`src/rtl/tmr_pkg.sv`:
```
package tmr_pkg;
  localparam int unsigned BUS_W      = 16;
  localparam int unsigned BE_W       = BUS_W / 8;
  localparam int unsigned CNT_W      = BUS_W;
  localparam int unsigned SEL_W      = 3;
  localparam int unsigned TAPS       = 7;
  localparam int unsigned FIRST_LOG2 = 2;
  localparam int unsigned SYNC_STAGES = 2;

  typedef enum logic [1:0] {
    A_COUNT = 2'd0,
    A_CTRL  = 2'd1,
    A_STAT  = 2'd2,
    A_NONE  = 2'd3
  } tmr_addr_e;
endpackage

```
`src/rtl/tmr_ext_sync.sv`:
```
module tmr_ext_sync #(
  parameter int unsigned STAGES = 2
) (
  input  logic clk,
  input  logic rst,
  input  logic async_in,
  output logic rise_tick
);
  logic [STAGES:0] sync_q;

  always_ff @(posedge clk) begin
    if (rst) sync_q <= '0;
    else     sync_q <= {sync_q[STAGES-1:0], async_in};
  end

  // previous synchronised level sits one stage further down the chain
  assign rise_tick = sync_q[STAGES-1] & ~sync_q[STAGES];

  a_r3_single_pulse: assert property (@(posedge clk) disable iff (rst)
    rise_tick |=> !rise_tick);
endmodule

```
`src/rtl/tmr_prescale.sv`:
```
module tmr_prescale #(
  parameter int unsigned NTAPS     = 7,
  parameter int unsigned LOW_LOG2  = 2,
  parameter int unsigned SELW      = 3
) (
  input  logic            clk,
  input  logic            rst,
  input  logic [SELW-1:0] sel,
  input  logic            ext_tick,
  output logic            tick
);
  localparam int unsigned DIV_W = LOW_LOG2 + NTAPS - 1;
  localparam int unsigned NSRC  = 2 ** SELW;

  logic [DIV_W-1:0] div_q;
  logic [NSRC-1:0]  src;

  always_ff @(posedge clk) begin
    if (rst) div_q <= '0;
    else     div_q <= div_q + 1'b1;
  end

  // tap k fires when the low (LOW_LOG2 + k) divider bits are all ones
  for (genvar k = 0; k < NSRC; k++) begin : g_src
    if (k < NTAPS) begin : g_tap
      assign src[k] = &div_q[LOW_LOG2+k-1:0];
    end else begin : g_ext
      assign src[k] = ext_tick;
    end
  end

  assign tick = src[sel];

  a_r2_fastest_tap_gap: assert property (@(posedge clk) disable iff (rst)
    src[0] |=> !src[0]);
endmodule

```
`src/rtl/tmr_count_core.sv`:
```
module tmr_count_core #(
  parameter int unsigned W   = 16,
  parameter int unsigned NBE = W / 8
) (
  input  logic           clk,
  input  logic           rst,
  input  logic           tick,
  input  logic           freeze,
  input  logic           wr_allow,
  input  logic           wr_stb,
  input  logic [NBE-1:0] wr_be,
  input  logic [W-1:0]   wr_data,
  output logic [W-1:0]   count,
  output logic           wrap
);
  logic [W-1:0] count_q;
  logic         cnt_wr;
  logic         adv;

  assign cnt_wr = wr_stb & wr_allow & (|wr_be);
  assign adv    = tick & ~freeze & ~cnt_wr;
  assign wrap   = adv & (&count_q);
  assign count  = count_q;

  always_ff @(posedge clk) begin
    if (rst) begin
      count_q <= '0;
    end else if (cnt_wr) begin
      for (int b = 0; b < NBE; b++) begin
        if (wr_be[b]) count_q[b*8 +: 8] <= wr_data[b*8 +: 8];
      end
    end else if (adv) begin
      count_q <= count_q + 1'b1;
    end
  end

  a_r2_step_one: assert property (@(posedge clk) disable iff (rst)
    (tick && !freeze && !(wr_stb && wr_allow)) |=> count_q == W'($past(count_q) + 1'b1));
  a_r4_freeze_hold: assert property (@(posedge clk) disable iff (rst)
    (freeze && !wr_stb) |=> $stable(count_q));
  a_r5_refused_write: assert property (@(posedge clk) disable iff (rst)
    (wr_stb && !wr_allow && !tick) |=> $stable(count_q));
  a_r7_wrap_zero: assert property (@(posedge clk) disable iff (rst)
    wrap |=> count_q == '0);
endmodule

```
`src/rtl/tmr_regs.sv`:
```
module tmr_regs
  import tmr_pkg::*;
(
  input  logic             clk,
  input  logic             rst,
  input  logic             bus_rd,
  input  logic             bus_wr,
  input  logic [1:0]       bus_addr,
  input  logic [BE_W-1:0]  bus_be,
  input  logic [SEL_W:0]   ctl_wdata,
  input  logic             stat_wbit,
  input  logic [CNT_W-1:0] count,
  input  logic             wrap,
  output logic [SEL_W-1:0] src_sel,
  output logic             irq,
  output logic [BUS_W-1:0] rdata,
  output logic             rvalid
);
  logic [SEL_W-1:0] sel_q;
  logic             ie_q;
  logic             flag_q;
  logic             clr;
  logic [BUS_W-1:0] raw;
  logic [BUS_W-1:0] masked;
  logic [BUS_W-1:0] rdata_q;
  logic             rvalid_q;
  tmr_addr_e        addr;

  assign addr = tmr_addr_e'(bus_addr);
  assign clr  = bus_wr & (addr == A_STAT) & bus_be[0] & stat_wbit;

  always_ff @(posedge clk) begin
    if (rst) begin
      sel_q <= '0;
      ie_q  <= 1'b0;
    end else if (bus_wr && addr == A_CTRL && bus_be[0]) begin
      {ie_q, sel_q} <= ctl_wdata;
    end
  end

  // a wrap in the clearing cycle keeps the flag set
  always_ff @(posedge clk) begin
    if (rst) flag_q <= 1'b0;
    else     flag_q <= wrap | (flag_q & ~clr);
  end

  always_comb begin
    raw = '0;
    unique case (addr)
      A_COUNT: raw = count;
      A_CTRL:  raw[SEL_W:0] = {ie_q, sel_q};
      A_STAT:  raw[0] = flag_q;
      default: raw = '0;
    endcase
    for (int b = 0; b < BE_W; b++) begin
      masked[b*8 +: 8] = bus_be[b] ? raw[b*8 +: 8] : 8'h00;
    end
  end

  always_ff @(posedge clk) begin
    if (rst) begin
      rdata_q  <= '0;
      rvalid_q <= 1'b0;
    end else begin
      rvalid_q <= bus_rd;
      if (bus_rd) rdata_q <= masked;
    end
  end

  assign src_sel = sel_q;
  assign irq     = flag_q & ie_q;
  assign rdata   = rdata_q;
  assign rvalid  = rvalid_q;

  a_r7_flag_on_wrap: assert property (@(posedge clk) disable iff (rst)
    wrap |=> flag_q);
  a_r8_clear_alone: assert property (@(posedge clk) disable iff (rst)
    (clr && !wrap) |=> !flag_q);
  a_r6_read_keeps_flag: assert property (@(posedge clk) disable iff (rst)
    (bus_rd && !bus_wr && !wrap) |=> $stable(flag_q));
  a_r6_rvalid_next: assert property (@(posedge clk) disable iff (rst)
    bus_rd |=> rvalid_q);
endmodule

```
`src/rtl/tmr_timebase.sv`:
```
module tmr_timebase
  import tmr_pkg::*;
(
  input  logic             clk,
  input  logic             rst,
  input  logic             ext_clk,
  input  logic             test_mode,
  input  logic             freeze_mode,
  input  logic             bus_rd,
  input  logic             bus_wr,
  input  logic [1:0]       bus_addr,
  input  logic [BE_W-1:0]  bus_be,
  input  logic [BUS_W-1:0] bus_wdata,
  output logic [BUS_W-1:0] bus_rdata,
  output logic             bus_rvalid,
  output logic             irq
);
  logic             ext_tick;
  logic             tick;
  logic [SEL_W-1:0] src_sel;
  logic [CNT_W-1:0] count;
  logic             wrap;
  logic             cnt_stb;

  assign cnt_stb = bus_wr & (tmr_addr_e'(bus_addr) == A_COUNT);

  tmr_ext_sync #(.STAGES(SYNC_STAGES)) u_sync (
    .clk       (clk),
    .rst       (rst),
    .async_in  (ext_clk),
    .rise_tick (ext_tick)
  );

  tmr_prescale #(.NTAPS(TAPS), .LOW_LOG2(FIRST_LOG2), .SELW(SEL_W)) u_pre (
    .clk      (clk),
    .rst      (rst),
    .sel      (src_sel),
    .ext_tick (ext_tick),
    .tick     (tick)
  );

  tmr_count_core #(.W(CNT_W), .NBE(BE_W)) u_cnt (
    .clk      (clk),
    .rst      (rst),
    .tick     (tick),
    .freeze   (freeze_mode),
    .wr_allow (test_mode | freeze_mode),
    .wr_stb   (cnt_stb),
    .wr_be    (bus_be),
    .wr_data  (bus_wdata),
    .count    (count),
    .wrap     (wrap)
  );

  tmr_regs u_regs (
    .clk       (clk),
    .rst       (rst),
    .bus_rd    (bus_rd),
    .bus_wr    (bus_wr),
    .bus_addr  (bus_addr),
    .bus_be    (bus_be),
    .ctl_wdata (bus_wdata[SEL_W:0]),
    .stat_wbit (bus_wdata[0]),
    .count     (count),
    .wrap      (wrap),
    .src_sel   (src_sel),
    .irq       (irq),
    .rdata     (bus_rdata),
    .rvalid    (bus_rvalid)
  );
endmodule

```
`config.mk`:
```
export PLATFORM = sky130hd
export DESIGN_NAME = tmr_timebase
export DESIGN_NICKNAME = d
export VERILOG_FILES = /design/src/rtl/tmr_pkg.sv /design/src/rtl/tmr_ext_sync.sv /design/src/rtl/tmr_prescale.sv /design/src/rtl/tmr_count_core.sv /design/src/rtl/tmr_regs.sv /design/src/rtl/tmr_timebase.sv
export SDC_FILE = /design/constraint.sdc
export NUM_CORES = 1
export LEC_CHECK = 0
export BUFFER_PORTS_ARGS = -buffer_cell sky130_fd_sc_hd__clkbuf_2
export CAP_MARGIN = 30
export CELL_PAD_IN_SITES_DETAIL_PLACEMENT = 1
export CELL_PAD_IN_SITES_GLOBAL_PLACEMENT = 1
export CORE_MARGIN = 2
export CORE_UTILIZATION = 44
export DETAILED_ROUTE_END_ITERATION = 8
export PLACE_DENSITY = 0.93
export SKIP_CTS_REPAIR_TIMING = 1
export SLEW_MARGIN = 20
export SYNTH_ARGS = -nofsm -noshare
export SYNTH_HDL_FRONTEND = slang
export SYNTH_SLANG_ARGS = --single-unit
```
`constraint.sdc`:
```
create_clock -name clk -period 3.3 [get_ports clk]
set_input_delay 0.66 -clock clk [delete_from_list [all_inputs] [get_ports clk]]
set_output_delay 0.66 -clock clk [all_outputs]
set_load 0.005 [all_outputs]
```
==> results_dict.tcl <==
set metrics [dict create \
    status "completed" \
    synth-simple-area-share 0.294 \
    tightest_slew_ns 0.887 \
    syn_nets 335 \
    hold_viol_final 0 \
    p_leak_nw 1.09 \
    crit_path_end_kind "register" \
    finalSetupViolations 0 \
    place_congestion 0.824 \
    finalCritPeriodShare 0.766 \
    drt_iter0_drc 107 \
    p_per_area_mw_per_mm2 371 \
    tns_ns 0 \
    maxSlewViolCount 0 \
    ios 45 \
    multi_input_area_mm2 0.00142 \
    clkTransAtPathRegs_ns 0.09 \
    first_global_vias 2352 \
    ys_async_sr_fraction 0 \
    drc 0 \
    synthXorXnorAreaFrac 0.0105 \
    finalNonFillerCells 415 \
    cap_violations 0 \
    rsz0062_at_grt "false" \
    grt_antenna_before_repair 0 \
    start_util 0.455 \
    via_per_inst 5.70 \
    die_y_um 79.2 \
    h-tree-depth 2 \
    ir_worst_vdd_mv 0.221 \
    synth.area.mux_share 0.0427 \
    antenna_cells 0 \
    ys_types 52 \
    numCtsBuffers 5 \
    ff_latch_area_um2 981 \
    fmax_mhz 396 \
    skew_ns 0.00475 \
    synth-edff-count 0 \
    grt_pass1_wl_mm 11.5 \
    port-buffer-count 44 \
    yosys_warnings 0 \
    wirelength_mm 6.70 \
    startpoint_type "register" \
    critical_path_required_ns 3.45 \
    reg2reg_slack_ns 0.77 \
    synth_fa_ha_area_frac 0.0201 \
    rows 27 \
    nFillCells 705 \
    ys_ff_latch 49 \
    area_delta_synth_final_pct 14.0 \
    power_w 0.00105 \
    synth_ff_type "dfxtp_1" \
    slew_headroom 0.408 \
    gr-total-overflow 0 \
    grt_usage 0.231 \
    grt_max_degree 43 \
    hold_path_class "register to register" \
    fp.dieW_um 79.2 \
    cts_tree "done" \
    wl_per_cell_um 16.2 \
    num_vias 2367 \
    cp.arrival_ns 2.68 \
    synth-compound-area-share 0.198 \
    clk_latency_ns 0.30 \
    critical_path_peak_fanout 13 \
    seq_area_frac_synth 0.394 \
    postLayoutCellArea_mm2 0.00284 \
    syn_area_mm2 0.00249 \
    core-area_mm2 0.00547 \
    syn_inst 304 \
    avgSynthCellArea_um2 8.19 \
    dr.pass1.iters 4 \
    dpl_cell_area_mm2 0.00276 \
    nets 373 \
    drive_above_1_share 0.195 \
    crit_type "register to register" \
    ant_nets 0 \
    cts-root-buf "clkbuf_8" \
    dp_hpwl_mm 4.94 \
    synth_top_family_by_area "simple AND/OR/NAND/NOR gates" \
    cts_max_path_buffers 2 \
    dieArea_mm2 0.00628 \
    min_period_ns 2.53 \
    dp.cells 407 \
    cts_sinks 49 \
]
## synth_stat cells, types with 5 or more instances
library cell   n  area (µm²)
nand3_1       12        60.1
dfxtp_1       49         981
a21oi_1       39         195
nor2b_1       23         144
o21ai_1        7        35.0
o21ai_0        7        35.0
clkbuf_1      11        41.3
nand2b_1       9        56.3
nand4_1        5        31.3
mux2i_1        5        50.1
nor2_1        32         120
nand2_1       28         105
## layout make-up
cell class              instances  area share
clock buffers                   6      0.0256
clock inverters                 2     0.00352
inverters                       5     0.00661
multi-input cells             233       0.499
flip-flops and latches         49       0.345
well taps                      72      0.0317
repair buffers                 48      0.0881
## routing by layer
metal	GRT usage	part of all wire
met5	0	0
met4	0.0534	0.0055
met3	0.0420	0.034
met2	0.400	0.51
met1	0.297	0.45
## registers in the layout (all words and copies together) (netlist names)
signal and count:
u_regs.rvalid 1, u_sync.sync_q 3, u_regs.rdata 16, u_cnt.count 16, u_pre.div_q 8, u_regs.flag_q 1
u_regs.src_sel 3, u_regs.ie_q 1
## power by group
group	leakage [nW]	switching, W	internal, W	total, W
clock	0.0450	0.000201	0.000147	0.000348
sequential	0.396	0.00000955	0.000600	0.000609
combinational	0.644	0.0000588	0.0000370	0.0000958
total	1.09	0.000269	0.000784	0.00105
## worst max-delay path, cell delays in order, from the launching register on
cell      delay (ns)
dfxtp_1         0.35
ha_1            0.25
and3_1          0.23
ha_1            0.19
mux4_2          0.47
o2111a_4        0.33
a21oi_4         0.31
nand3b_1        0.17
a31oi_1         0.09
## cell families after synthesis
| kind of cell | after synthesis |
|---|---|
| AND/OR/NAND/NOR | 140 |
| flip-flops | 49 |
| buffers and inverters | 22 |
| multiplexers | 9 |
| AO/OA/AOI/OAI | 77 |
| XOR/XNOR | 3 |
| adder cells (fa/ha/maj) | 4 |
## final timing paths
check                           to             start  depth (start not counted)
hold reg to reg   u_sync.sync_q[1]  u_sync.sync_q[0]                          1
setup / recovery    u_cnt.count[5]    u_pre.div_q[0]                          8
hold / removal    u_sync.sync_q[1]  u_sync.sync_q[0]                          1
setup reg to reg    u_cnt.count[5]    u_pre.div_q[0]                          8
## stage by stage
step	util	setup slack, ns	hold slack, ns
after detailed placement	0.504	0.622	0.445
after CTS	0.519	0.761	0.462
after global routing	0.519	0.640	0.477
final	0.519	0.772	0.459
after global placement	0.504	0.732	0.421
after floorplan	-	1.01	0.414
## cells in the final DEF, fill, tap and decap left out, types with 4 or more instances in the layout
master	count
and2_1	4
clkbuf_2	44
inv_1	4
mux2i_1	5
nand2b_1	9
o21ai_0	7
nand3_1	12
clkbuf_8	5
o32ai_1	4
nor2_1	32
nor2b_1	23
and3_1	4
buf_4	4
nand2_1	28
a21oi_1	39
o21ai_1	7
ha_1	4
nor3_1	4
dfxtp_1	49
or3_1	4
nand4_1	5
Power figures use the tool's default switching activity.
